--- src/rtl/dtm_pkg.sv ---
package dtm_pkg;
  localparam int NPIN  = 4;
  localparam int NCOPY = 8;
  localparam int ARR_W = NPIN * NCOPY;
  localparam int SEL_W = $clog2(NCOPY);
endpackage

--- src/rtl/dtm_mode_ctrl.sv ---
module dtm_mode_ctrl (
  input  logic clk,
  input  logic rst_n,
  input  logic ras_n,
  input  logic cas_n,
  input  logic we_n,
  output logic tmode,
  output logic acc_go,
  output logic acc_wr
);
  logic ras_q, cas_q, row_q, seen_q, tm_q;
  logic row_d, seen_d, tm_d;
  logic ras_fall, ras_rise, cas_fall;

  assign ras_fall = ras_q & ~ras_n;
  assign ras_rise = ~ras_q & ras_n;
  assign cas_fall = cas_q & ~cas_n;
  assign acc_go   = cas_fall & row_q & ~ras_n;
  assign acc_wr   = ~we_n;
  assign tmode    = tm_q;

  always_comb begin
    row_d  = row_q;
    seen_d = seen_q;
    tm_d   = tm_q;
    if (ras_fall) begin
      if (!cas_n) begin
        tm_d  = ~we_n;
        row_d = 1'b0;
      end else begin
        row_d  = 1'b1;
        seen_d = 1'b0;
      end
    end else if (ras_rise) begin
      if (row_q && !seen_q) tm_d = 1'b0;
      row_d = 1'b0;
    end
    if (acc_go) seen_d = 1'b1;
  end

  always_ff @(posedge clk or negedge rst_n) begin
    if (!rst_n) begin
      ras_q  <= 1'b1;
      cas_q  <= 1'b1;
      row_q  <= 1'b0;
      seen_q <= 1'b0;
      tm_q   <= 1'b0;
    end else begin
      ras_q  <= ras_n;
      cas_q  <= cas_n;
      row_q  <= row_d;
      seen_q <= seen_d;
      tm_q   <= tm_d;
    end
  end
endmodule

--- src/rtl/dtm_rd_timer.sv ---
module dtm_rd_timer #(
  parameter int NORM_LAT  = 2,
  parameter int TEST_XTRA = 1
) (
  input  logic clk,
  input  logic rst_n,
  input  logic rd_go,
  input  logic tmode,
  input  logic cas_n,
  output logic valid
);
  localparam int MAX_LAT = NORM_LAT + TEST_XTRA;
  localparam int CNT_W   = $clog2(MAX_LAT + 1);

  logic             busy_q, busy_d;
  logic [CNT_W-1:0] cnt_q, cnt_d, lat_q, lat_d;
  logic             cnt_en;

  assign cnt_en = busy_q && (cnt_q < lat_q);
  assign valid  = busy_q && (cnt_q >= lat_q);

  always_comb begin
    busy_d = busy_q;
    cnt_d  = cnt_q;
    lat_d  = lat_q;
    if (rd_go) begin
      busy_d = 1'b1;
      cnt_d  = CNT_W'(1);
      lat_d  = tmode ? CNT_W'(MAX_LAT) : CNT_W'(NORM_LAT);
    end else if (cas_n) begin
      busy_d = 1'b0;
    end else if (cnt_en) begin
      cnt_d = cnt_q + CNT_W'(1);
    end
  end

  always_ff @(posedge clk or negedge rst_n) begin
    if (!rst_n) begin
      busy_q <= 1'b0;
      cnt_q  <= '0;
      lat_q  <= '0;
    end else begin
      busy_q <= busy_d;
      cnt_q  <= cnt_d;
      lat_q  <= lat_d;
    end
  end
endmodule

--- src/rtl/dtm_datapath.sv ---
module dtm_datapath
  import dtm_pkg::*;
(
  input  logic             clk,
  input  logic             rst_n,
  input  logic             acc_go,
  input  logic             acc_wr,
  input  logic             tmode,
  input  logic [SEL_W-1:0] col,
  input  logic [NPIN-1:0]  dq_in,
  input  logic [ARR_W-1:0] arr_rdata,
  input  logic             valid,
  output logic             arr_we,
  output logic [ARR_W-1:0] arr_wmask,
  output logic [ARR_W-1:0] arr_wdata,
  output logic [NPIN-1:0]  dq_out
);
  logic             we_q, tacc_q;
  logic [SEL_W-1:0] grp_q;
  logic [ARR_W-1:0] mask_q, data_q, mask_d;
  logic [NPIN-1:0]  cmp, sel;

  always_comb begin
    mask_d = '0;
    if (tmode) mask_d = '1;
    else       mask_d[col*NPIN +: NPIN] = '1;
  end

  always_ff @(posedge clk or negedge rst_n) begin
    if (!rst_n) begin
      we_q   <= 1'b0;
      tacc_q <= 1'b0;
      grp_q  <= '0;
      mask_q <= '0;
      data_q <= '0;
    end else begin
      we_q <= acc_go & acc_wr;
      if (acc_go) begin
        tacc_q <= tmode;
        grp_q  <= col;
        mask_q <= mask_d;
        data_q <= {NCOPY{dq_in}};
      end
    end
  end

  for (genvar p = 0; p < NPIN; p++) begin : g_pin
    logic [NCOPY-1:0] bits;
    for (genvar g = 0; g < NCOPY; g++) begin : g_cp
      assign bits[g] = arr_rdata[g*NPIN + p];
    end
    assign cmp[p] = (&bits) | ~(|bits);
  end

  assign sel       = arr_rdata[grp_q*NPIN +: NPIN];
  assign dq_out    = valid ? (tacc_q ? cmp : sel) : '0;
  assign arr_we    = we_q;
  assign arr_wmask = we_q ? mask_q : '0;
  assign arr_wdata = data_q;
endmodule

--- src/rtl/dtm_compressor.sv ---
module dtm_compressor
  import dtm_pkg::*;
#(
  parameter int NORM_LAT  = 2,
  parameter int TEST_XTRA = 1
) (
  input  logic             clk,
  input  logic             rst_n,
  input  logic             ras_n,
  input  logic             cas_n,
  input  logic             we_n,
  input  logic [SEL_W-1:0] col,
  input  logic [NPIN-1:0]  dq_in,
  output logic [NPIN-1:0]  dq_out,
  output logic             dq_valid,
  output logic             tmode,
  output logic             arr_we,
  output logic [ARR_W-1:0] arr_wmask,
  output logic [ARR_W-1:0] arr_wdata,
  input  logic [ARR_W-1:0] arr_rdata
);
  logic [1:0] rst_sync_q;
  logic       rst_int_n;
  logic       acc_go, acc_wr;

  always_ff @(posedge clk or negedge rst_n) begin
    if (!rst_n) rst_sync_q <= 2'b00;
    else        rst_sync_q <= {rst_sync_q[0], 1'b1};
  end
  assign rst_int_n = rst_sync_q[1];

  dtm_mode_ctrl u_mode (
    .clk(clk), .rst_n(rst_int_n), .ras_n(ras_n), .cas_n(cas_n), .we_n(we_n),
    .tmode(tmode), .acc_go(acc_go), .acc_wr(acc_wr)
  );

  dtm_rd_timer #(.NORM_LAT(NORM_LAT), .TEST_XTRA(TEST_XTRA)) u_tmr (
    .clk(clk), .rst_n(rst_int_n), .rd_go(acc_go & ~acc_wr), .tmode(tmode),
    .cas_n(cas_n), .valid(dq_valid)
  );

  dtm_datapath u_dp (
    .clk(clk), .rst_n(rst_int_n), .acc_go(acc_go), .acc_wr(acc_wr),
    .tmode(tmode), .col(col), .dq_in(dq_in), .arr_rdata(arr_rdata),
    .valid(dq_valid), .arr_we(arr_we), .arr_wmask(arr_wmask),
    .arr_wdata(arr_wdata), .dq_out(dq_out)
  );
endmodule

--- config.mk ---
export PLATFORM = sky130hd
export DESIGN_NAME = dtm_compressor
export DESIGN_NICKNAME = d
export VERILOG_FILES = /design/src/rtl/dtm_pkg.sv /design/src/rtl/dtm_mode_ctrl.sv /design/src/rtl/dtm_rd_timer.sv /design/src/rtl/dtm_datapath.sv /design/src/rtl/dtm_compressor.sv
export SDC_FILE = /design/constraint.sdc
export NUM_CORES = 1
export LEC_CHECK = 0
export BUFFER_PORTS_ARGS = -buffer_cell sky130_fd_sc_hd__buf_2
export CAP_MARGIN = 20
export CORE_ASPECT_RATIO = 1.2
export CORE_MARGIN = 2
export CORE_UTILIZATION = 30
export CTS_BUF_LIST = sky130_fd_sc_hd__clkbuf_8
export DETAILED_ROUTE_END_ITERATION = 10
export REMOVE_ABC_BUFFERS = 1
export SLEW_MARGIN = 15
export SYNTH_ARGS = -nofsm -noshare
export SYNTH_HDL_FRONTEND = slang
export SYNTH_SLANG_ARGS = --single-unit
--- constraint.sdc ---
create_clock -name clk -period 3.5 [get_ports clk]
set_input_delay 0.7 -clock clk [delete_from_list [all_inputs] [get_ports clk]]
set_output_delay 0.7 -clock clk [all_outputs]
set_load 0.005 [all_outputs]
# Word level (Yosys, flattened, before mapping)

Cells that the tools add are included.

Output and inout port bits: 71
Input bits: 44
Bits in registers: 81
Logic and storage cells: 83

Bitwise logic cells: 20
Reductions and logical operators: 21
Muxes and demuxes: 19
$lt $le $gt $ge: 2
Add/subtract/negate cells: 2
Equal/unequal tests: 2
Shifts and indexed selects: 3

Operators with widths:

| kind                                                         | number |
|---|---|
| two-way mux 32 bit                                           | 2 |
| negator 5 -> 34 bit                                          | 1 |
| variable shift 4 x 34 -> 32 bit (first input constant)       | 1 |
| variable part select 4 x 34 -> 32 bit (first input constant) | 1 |
| bitwise AND 32 bit                                           | 1 |
| AND reduction 8 bit                                          | 4 |
| OR reduction 8 bit                                           | 4 |
| variable part select 32 x 6 -> 4 bit                         | 1 |
| two-way mux 1 bit                                            | 12 |
| nonzero test 2 bit                                           | 6 |
| two-way mux 4 bit                                            | 2 |
| inverter 1 bit                                               | 8 |
| bitwise AND 1 bit                                            | 7 |
| two-way mux 2 bit                                            | 3 |
| bitwise OR 1 bit                                             | 4 |
| AND reduction 2 bit                                          | 2 |
| logical AND 1 bit                                            | 3 |
| AND reduction 3 bit                                          | 1 |
| adder 2 x 1 -> 2 bit (second input constant)                 | 1 |
| >= comparator 2 bit                                          | 1 |
| < comparator 2 bit                                           | 1 |
| != test 2 x 1 -> 1 bit (second input constant)               | 1 |
| != test 2 bit (second input constant)                        | 1 |
| logical NOT 1 bit                                            | 1 |

# Longest topological paths before layout

Gate-level depths: netlist of the first run.

Depth in word-level cells: 7
Mapped depth: 6
Depth with buffers taken out: 6

# Hierarchy

From an unflattened synthesis of the first run, not the netlist that was laid out.

Cells, all modules: 230
Area total of the unflattened synthesis: 2253.4 µm²

By module, submodules not included:

| module         | instances | sequential area each (µm²) | cells an instance | area an instance (µm²) |
|---|---|---|---|---|
| dtm_datapath   | 1         | 425.4                      | 183               | 1699.1 |
| dtm_rd_timer   | 1         | 125.1                      | 25                | 265.3 |
| dtm_mode_ctrl  | 1         | 127.6                      | 18                | 221.5 |
| dtm_compressor | 1         | 50.0                       | 4                 | 67.6 |

# Worst setup path before layout of the first run

OpenSTA, ideal clock, no wires.

Kind: input to output
Start: input port arr_rdata[20]
End: output port dq_out[0]
Data required time: 2.800 ns
Data arrival time: 1.654 ns
Slack: 1.146 ns
Cell stages on the path: 3
Buffers on the path: 0
Cells stage by stage: mux4_1 > a2111oi_0 > nor3_1

Word-level cells in the longest chain between the ends: 5
Elaborated cells between the ends (all ways): 7
Those cells by class: 1 x shift; 2 x mux; 2 x bitwise; 2 x reduce/logical

Ends and longest elaborated chain:

| element                                                                      | line                 | RTL |
|---|---|---|
| start: declaration                                                           | dtm_compressor.sv:20 | `input logic [ARR_W-1:0] arr_rdata` |
| branches (longest 3 deep; another with variable part select 32 x 6 -> 4 bit) | -                    |  |
| two-way mux 4 bit * (2 in a row)                                             | dtm_datapath.sv:56   | `assign dq_out = valid ? (tacc_q ? cmp : sel) : '0;` |
| end: declaration                                                             | dtm_compressor.sv:14 | `output logic [NPIN-1:0] dq_out,` |

Every way passes the cells marked *.

# Final worst setup path of the first run

Start: register u_dp.grp_q[0]
End: output port dq_out[0]

Word-level cells in the longest chain between the ends: 3

Ends and longest elaborated chain:

| element                              | line               | RTL |
|---|---|---|
| start: declaration                   | dtm_datapath.sv:19 | `logic [SEL_W-1:0] grp_q;` |
| start signal: assignment             | dtm_datapath.sv:40 | `grp_q <= col;` |
| variable part select 32 x 6 -> 4 bit | dtm_datapath.sv:55 | `assign sel = arr_rdata[grp_q*NPIN +: NPIN];` |
| two-way mux 4 bit (2 in a row)       | dtm_datapath.sv:56 |  |

Every way passes these cells.

==> results of run 1 <==
-- worst min path at each step --
stage | from | end | depth (start not counted)
2_1_floorplan | rst_sync_q[0]$_DFF_PN0_ | rst_sync_q[1]$_DFF_PN0_ | 0
6_report | rst_n | rst_sync_q[1]$_DFF_PN0_ | 1
3_5_place_dp | rst_sync_q[0]$_DFF_PN0_ | rst_sync_q[1]$_DFF_PN0_ | 0
3_3_place_gp | rst_sync_q[0]$_DFF_PN0_ | rst_sync_q[1]$_DFF_PN0_ | 0
4_1_cts | rst_n | rst_sync_q[0]$_DFF_PN0_ | 1
5_1_grt | rst_n | rst_sync_q[0]$_DFF_PN0_ | 1
-- through the flow --
stage / total power, W / std cells
after floorplan: 0.0006863 / 180
after global placement: 0.0008636 / 383
after detailed placement: 0.0008733 / 383
after CTS: 0.001178 / 391
after global routing: 0.001255 / 391
final: 0.001156 / 391
-- power breakdown --
part | total, W | internal, W | leakage (nW) | switching [W]
registers | 0.000502 | 0.000408 | 0.367 | 0.0000944
logic | 0.000357 | 0.000199 | 0.959 | 0.000158
clock network | 0.000297 | 0.000177 | 0.0542 | 0.000120
total | 0.00116 | 0.000784 | 1.38 | 0.000372
-- layout make-up --
class | count | area, um2 | share of cell area, %
multi-input cells | 139 | 927.1 | 37.12
flip-flops and latches | 29 | 729.5 | 29.21
repair buffers | 116 | 585.6 | 23.45
well taps | 87 | 108.9 | 4.359
clock buffers | 7 | 96.34 | 3.858
inverters | 12 | 45.04 | 1.804
clock inverters | 1 | 5.005 | 0.2004
-- per-layer routing --
layer	track usage, %	part of all wire (%)
met1	13.99	40
met2	21.14	50
met3	3.283	8.7
met4	4.237	1.2
met5	0	0
-- state kept, by name, summed over array words and instances, names as in the netlist --
register / count
u_dp.tacc_q: 1
u_mode.ras_q: 1
u_dp.arr_we: 1
u_tmr.busy_q: 1
u_mode.cas_q: 1
u_mode.seen_q: 1
u_tmr.lat_q: 2
u_dp.mask_q: 8
rst_sync_q: 2
u_dp.grp_q: 3
u_dp.arr_wdata: 4
u_tmr.cnt_q: 2
u_mode.row_q: 1
u_mode.tmode: 1
-- worst register-to-register path, delay by kind of cell, from the launching register on --
kind | cells | cell delay [ns]
AOI/OAI and AO/OA | 1 | 0.57
DFF | 1 | 0.53
and+or+nand+nor | 1 | 0.57
-- cells in the mapped netlist --
master / number / area, um2
nor3_1: 9 / 45.04
xnor2_1: 1 / 8.760
dfstp_2: 2 / 52.55
a21boi_0: 1 / 7.510
mux2_2: 2 / 22.52
nand2b_1: 3 / 18.77
a21oi_1: 12 / 60.06
inv_1: 12 / 45.04
a211oi_1: 1 / 7.510
nor4_1: 9 / 56.30
mux4_1: 3 / 78.83
nand4_1: 9 / 56.30
buf_8: 1 / 15.01
buf_4: 52 / 390.4
nand3b_1: 1 / 7.510
o31ai_1: 2 / 15.01
dfrtp_1: 27 / 675.7
and4bb_2: 1 / 12.51
buf_6: 1 / 11.26
a21o_1: 1 / 7.510
a41oi_1: 1 / 8.760
conb_1: 1 / 3.750
a31oi_1: 3 / 18.77
clkbuf_1: 4 / 15.01
a2111oi_2: 1 / 15.01
o21ai_0: 13 / 65.06
a2111oi_0: 2 / 17.52
nor2b_1: 1 / 6.260
mux2i_1: 7 / 70.07
and2_1: 9 / 56.30
ha_1: 6 / 75.07
a221o_1: 2 / 20.02
nor2_1: 13 / 48.80
nand2_1: 23 / 86.33
a311oi_1: 1 / 8.760
mux4_2: 1 / 22.52
-- cell families after synthesis --
kind of cell	count (synthesis)	share of synthesized area, %
simple gates	78	18.49
buf+inv	70	22.36
compound gates	40	11.80
flops	29	34.16
mux	13	9.096
fa+ha+maj	6	3.521
other cells	1	0.1759
xor+xnor	1	0.4109
==> flow_summary.ini, run 1 <==
[global_routing]
grt_overflow = 0
grt_max_degree = 28
grt_pass1_vias = 1665
track_usage_pct = 12.04
antenna_found_initial = 1
grt_pass1_wl_um = 7279

[timing]
maxSlewHeadroom_pct = 51.10
tns_ns = 0
hold_ws_ns = 0.1966
clock.fmax_mhz = 356.4
final_hold_viol_count = 0
fin_ws_ns = 0.6943
slew_violations = 0
period_share_pct = 80.16
worst_pin_slew_ns = 0.7313
rsz0062_at_grt = false
skew_ns = 0.002859
fin_crit_ns = 2.806
finalSetupViolCount = 0

[final_layout]
final_common_cell = buf_2
diodes = 0
nets = 353
drive_gt1_share_pct = 43.42
final_util_pct = 36.44
final_cell_mix = buf_2 (114), dfrtp_1 (26), nand2_1 (23)
fin_area_um2 = 2497
fillers = 749
area_growth_pct = 17.14

[clock_tree]
htree_levels = 2
postCtsHoldBufs = 0
cts_sinks = 29
post_cts_buffers = 0
cts_tree = built
clk_pin_slew_ns = 0.06
cts_inserted_buffers = 5
cts_root_buf = clkbuf_8
clk_path_buf_depth = 2
cts_resized = 0
worst_skew_pair.late_latency_ns = 0.28

[power]
powerDensity_nw_per_um2 = 463.0
ir_worst_vdd_mv = 0.2852
leakage_nw = 1.380

[detailed_routing]
drc = 0
final_antenna_net_count = 0
viasPerCell = 4.734
wire_per_inst_um = 11.80
totalWireLength_um = 4612
first_iter_violations = 67
num_vias = 1851
dr.pass1.iters = 4

[worst_setup_path]
ff2ff_path_depth = 2
cp-startpoint = u_dp.grp_q[0]$_DFFE_PN0P_
critPathArrivalTime_ns = 2.11
r2r_slack_ns = 1.72
crit_slowest_cell = mux4_1
path_delay_family = multiplexers
critPathBufInv = 1
path_depth = 4
critPathKind = reg -> out
cp_cell_sequence = mux4_1 -> a2111oi_0 -> nor3_1 -> buf_2
reg2reg_from = u_mode.cas_q$_DFF_PN1_
critPathMaxStageDelay_ns = 0.59
rr_endpoint = u_dp.mask_q[11]$_DFFE_PN0P_
required_ns = 2.80
crit_end = dq_out[0]
cp-start-kind = flip-flop
crit_fanout = 8
worstSetupEndpointType = primary output

[yosys]
synthCells = 238
avgSynthCellArea_um2 = 8.958
yosysSeqAreaShare_pct = 34.15
synth.distinct_cells = 36
synthesis.area_um2 = 2132
yosysWarningCount = 0
ys_ff_latch = 29

[die]
design.portCount = 115
start_util_pct = 31.11
die_y_um = 96.35
die_x_um = 80.96
num_rows = 33
core_region_area_um2 = 6854
dieArea_um2 = 7800

[flow_run]
max_cap_violations = 0

[min_path]
worstHoldPathType = in -> async

[placed_design]
pre_cts_slack_ns = 0.8476
io_buffers = 114
dpl_cell_area_um2 = 2395
dpl.hpwl_um = 3661
gp_congestion = 0.7881

[outcome]
status = finished clean
Power figures use the tool's default switching activity.
==> inputs of run 2 (changes only) <==
- clock period: 3.5 -> 2.85 ns (I/O delays scaled with it)
==> flow_summary.ini, run 2 (synthesized netlist as in run 1, its figures left out) <==
[clock_tree]
cts_root_buf = clkbuf_8
cts_resized = 0
cts_inserted_buffers = 5
cts_sinks = 29
cts_tree = built
postCtsHoldBufs = 0
clk_path_buf_depth = 2
htree_levels = 2
worst_skew_pair.late_latency_ns = 0.28
clk_pin_slew_ns = 0.06
post_cts_buffers = 0

[detailed_routing]
viasPerCell = 4.731
first_iter_violations = 30
wire_per_inst_um = 11.91
num_vias = 1864
final_antenna_net_count = 0
dr.pass1.iters = 4
totalWireLength_um = 4694
drc = 0

[power]
ir_worst_vdd_mv = 0.3256
leakage_nw = 1.389
powerDensity_nw_per_um2 = 567.6

[worst_setup_path]
critPathArrivalTime_ns = 2.02
critPathMaxStageDelay_ns = 0.58
crit_fanout = 7
required_ns = 2.28
rr_endpoint = u_dp.mask_q[11]$_DFFE_PN0P_
cp_cell_sequence = mux4_1 -> a2111oi_0 -> nor3_1 -> buf_2
critPathBufInv = 1
worstSetupEndpointType = primary output
crit_slowest_cell = mux4_1
path_delay_family = multiplexers
cp-start-kind = flip-flop
reg2reg_from = u_mode.cas_q$_DFF_PN1_
r2r_slack_ns = 1.22
critPathKind = reg -> out
ff2ff_path_depth = 4

[placed_design]
gp_congestion = 0.8007
dpl.hpwl_um = 3664
io_buffers = 114
pre_cts_slack_ns = 0.4677

[die]
num_rows = 33
start_util_pct = 31.11
die_y_um = 96.35
core_region_area_um2 = 6854
die_x_um = 80.96
design.portCount = 115
dieArea_um2 = 7800

[final_layout]
area_growth_pct = 17.96
final_common_cell = buf_2
final_util_pct = 36.69
drive_gt1_share_pct = 43.79
nets = 355
largest_register_ffs = 8
final_cell_mix = buf_2 (114), dfrtp_1 (26), nand2_1 (23)
largest_register = u_dp.mask_q

[global_routing]
track_usage_pct = 12.15
grt_pass1_wl_um = 7300
grt_max_degree = 28
antenna_found_initial = 1
grt_overflow = 0
grt_pass1_vias = 1671

[outcome]
status = finished clean

[timing]
fin_ws_ns = 0.2580
slew_violations = 0
finalSetupViolCount = 0
rsz0062_at_grt = false
clock.fmax_mhz = 385.8
worst_pin_slew_ns = 0.5883
tns_ns = 0
maxSlewHeadroom_pct = 60.78
skew_ns = 0.003584
period_share_pct = 90.95
final_hold_viol_count = 0
fin_crit_ns = 2.592

[flow_run]
max_cap_violations = 0

[min_path]
worstHoldPathType = in -> async
[run 2: cell type report]
cell class / instances / area (um2)
clock buffer: 7 / 96.34
sequential: 29 / 729.5
fill: 741 / 4339
clock inverter: 1 / 5.005
inverter: 12 / 45.04
timing repair buffer: 118 / 600.6
antenna: 1 / 2.502
multi-input combinational: 139 / 927.1
tap: 87 / 108.9
[run 2: where the power goes]
group          switching [W]  internal, W
Combinational       0.000195     0.000249
Sequential          0.000113     0.000501
Clock               0.000152     0.000218
[run 2: stage by stage]
step           instance area (um2)  power [W]  hold WS, ns  cells
2_1_floorplan                 1700  0.0008428       0.2744    180
3_3_place_gp                  2410   0.001066       0.3368    385
3_5_place_dp                  2410   0.001075       0.3411    385
4_1_cts                       2511   0.001451      0.05573    393
5_1_grt                       2512   0.001540      0.04724    393
6_report                      2515   0.001427      0.06727    394
[run 2: how the worst max path moves through the flow]
stage / startpoint / to / cells after the start
2_1_floorplan: u_dp.grp_q[0]$_DFFE_PN0P_ / dq_out[0] / 3
3_3_place_gp: arr_rdata[20] / dq_out[0] / 5
3_5_place_dp: arr_rdata[23] / dq_out[3] / 5
4_1_cts: u_dp.grp_q[0]$_DFFE_PN0P_ / dq_out[3] / 4
5_1_grt: u_dp.grp_q[0]$_DFFE_PN0P_ / dq_out[3] / 4
6_report: u_dp.grp_q[0]$_DFFE_PN0P_ / dq_out[0] / 4
[run 2: metal layers]
layer / track usage [%] / wire length [um]
met1: 13.59 / 1936
met2: 21.49 / 2323
met3: 3.565 / 382
met4: 4.802 / 51
met5: 0 / 0
[run 2: worst register-to-register path, delay by kind of cell (launching register included)]
kind | cells | cell delay (ns)
flip-flops | 1 | 0.53
AND/OR/NAND/NOR | 3 | 0.84
AO/OA/AOI/OAI | 1 | 0.19
==> inputs of run 3 (changes only) <==
- clock period: 2.85 -> 3.15 ns (I/O delays scaled with it)
==> flow_summary.ini, run 3 (synthesized netlist as in run 1, its figures left out) <==
[outcome]
status = finished clean

[timing]
period_share_pct = 86.01
final_hold_viol_count = 0
finalSetupViolCount = 0
rsz0062_at_grt = false
clock.fmax_mhz = 369.1
slew_violations = 0
fin_crit_ns = 2.709
worst_pin_slew_ns = 0.5885
tns_ns = 0
skew_ns = 0.004200
maxSlewHeadroom_pct = 60.77

[final_layout]
area_growth_pct = 16.49
fillers = 745
fin_area_um2 = 2484
multi_input_area_um2 = 927.1
seqCellArea_um2 = 729.5
largest_register = u_dp.mask_q
diodes = 0
final_common_cell = buf_2
largest_register_ffs = 8
drive_gt1_share_pct = 42.62
nets = 354
final_cell_mix = buf_2 (114), dfrtp_1 (26), nand2_1 (23)

[worst_setup_path]
critPathMaxStageDelay_ns = 0.61
required_ns = 2.52
rr_endpoint = u_dp.mask_q[11]$_DFFE_PN0P_
r2r_slack_ns = 1.51
crit_fanout = 7
cp_cell_sequence = mux4_1 -> a2111oi_0 -> nor3_1 -> buf_2
reg2reg_from = u_mode.cas_q$_DFF_PN1_
critPathBufInv = 1
ff2ff_path_depth = 4
crit_slowest_cell = mux4_1
cp-start-kind = flip-flop
critPathKind = reg -> out
critPathArrivalTime_ns = 2.08
worstSetupEndpointType = primary output
path_delay_family = multiplexers

[power]
power.share.sequential_pct = 45.2
ir_worst_vdd_mv = 0.3114
powerDensity_nw_per_um2 = 497.9
combPwrFrac_pct = 32.1
p_switching_w = 0.0004153
swShare_pct = 33.59
leakage_nw = 1.382
intPower_w = 0.0008212
power.share.clock_pct = 22.7
power.total_w = 0.001236

[clock_tree]
clk_path_buf_depth = 2
worst_skew_pair.late_latency_ns = 0.28
postCtsHoldBufs = 0
post_cts_buffers = 0
clk_pin_slew_ns = 0.06
cts_tree = built
cts_resized = 0
cts_sinks = 29
htree_levels = 2
cts_root_buf = clkbuf_8
cts_inserted_buffers = 5

[detailed_routing]
wire_per_inst_um = 12.11
dr.pass1.iters = 4
totalWireLength_um = 4748
final_antenna_net_count = 0
first_iter_violations = 65
drc = 0
num_vias = 1851
viasPerCell = 4.722

[die]
core_region_area_um2 = 6854
num_rows = 33
start_util_pct = 31.11
die_x_um = 80.96
design.portCount = 115
dieArea_um2 = 7800
die_y_um = 96.35

[flow_run]
max_cap_violations = 0

[global_routing]
grt_pass1_wl_um = 7355
grt_pass1_vias = 1632
antenna_found_initial = 1
track_usage_pct = 12.21
grt_max_degree = 28
grt_overflow = 0

[min_path]
worstHoldPathType = in -> async

[placed_design]
io_buffers = 114
dpl_cell_area_um2 = 2402
dpl.hpwl_um = 3693
gp_congestion = 0.7554
[run 3: cell types whose count changed in the layout (fill, tap and decap cells not counted)]
cell | previous run | this run
inv_1 | 12 | 15
clkbuf_8 | 7 | 5
clkinv_2 | 1 | 0
diode_2 | 1 | 0
buf_4 | 4 | 3
[run 3: cell type report]
cell class | count | share of cell area, %
well taps | 87 | 4.383
clock inverters | 3 | 0.4534
clock buffers | 5 | 2.771
inverters | 12 | 1.814
flip-flops and latches | 29 | 29.37
multi-input cells | 139 | 37.33
repair buffers | 117 | 23.88
[run 3: worst max-delay path by stage]
| stage | startpoint | end | slack [ns] | depth (start not counted) |
|---|---|---|---|---|
| after floorplan | u_dp.grp_q[0]$_DFFE_PN0P_ | dq_out[0] | 0.80 | 3 |
| after global placement | arr_rdata[20] | dq_out[0] | 0.68 | 5 |
| after detailed placement | arr_rdata[23] | dq_out[3] | 0.60 | 5 |
| after CTS | u_dp.grp_q[0]$_DFFE_PN0P_ | dq_out[3] | 0.39 | 4 |
| after global routing | u_dp.grp_q[0]$_DFFE_PN0P_ | dq_out[3] | 0.23 | 4 |
| final | u_dp.grp_q[0]$_DFFE_PN0P_ | dq_out[3] | 0.44 | 4 |
[run 3: worst register-to-register path, stage by stage (launching register included)]
cell	delay, ns
dfstp_2	0.52
and4bb_2	0.42
nand3b_1	0.18
nor3_1	0.25
a221o_1	0.20
[run 3: power groups by stage]
| stage | combinational [W] | clock [W] | sequential, W |
|---|---|---|---|
| floorplan | 0.000198 | 0 | 0.000565 |
| global placement | 0.000396 | 0 | 0.000564 |
| detailed placement | 0.000401 | 0 | 0.000569 |
| CTS | 0.000403 | 0.000290 | 0.000563 |
| global route | 0.000449 | 0.000304 | 0.000581 |
| finish | 0.000397 | 0.000281 | 0.000558 |
[run 3: per-layer routing]
layer	track usage, %	up-vias	wire [um]
li1	-	915	-
met1	13.68	860	1915
met2	22.31	71	2412
met3	3.096	5	361
met4	4.096	0	59
met5	0	-	0
[run 3: per-stage QoR]
| stage | utilization, % | instances | hold WS (ns) | worst slack, ns |
|---|---|---|---|---|
| global placement | 35.05 | 384 | 0.3353 | 0.6771 |
| finish | 36.24 | 392 | 0.1239 | 0.4406 |
| CTS | 36.22 | 392 | 0.1163 | 0.3898 |
| detailed placement | 35.05 | 384 | 0.3386 | 0.6037 |
| global route | 36.24 | 392 | 0.1127 | 0.2298 |
| floorplan | - | 180 | 0.3312 | 0.7968 |
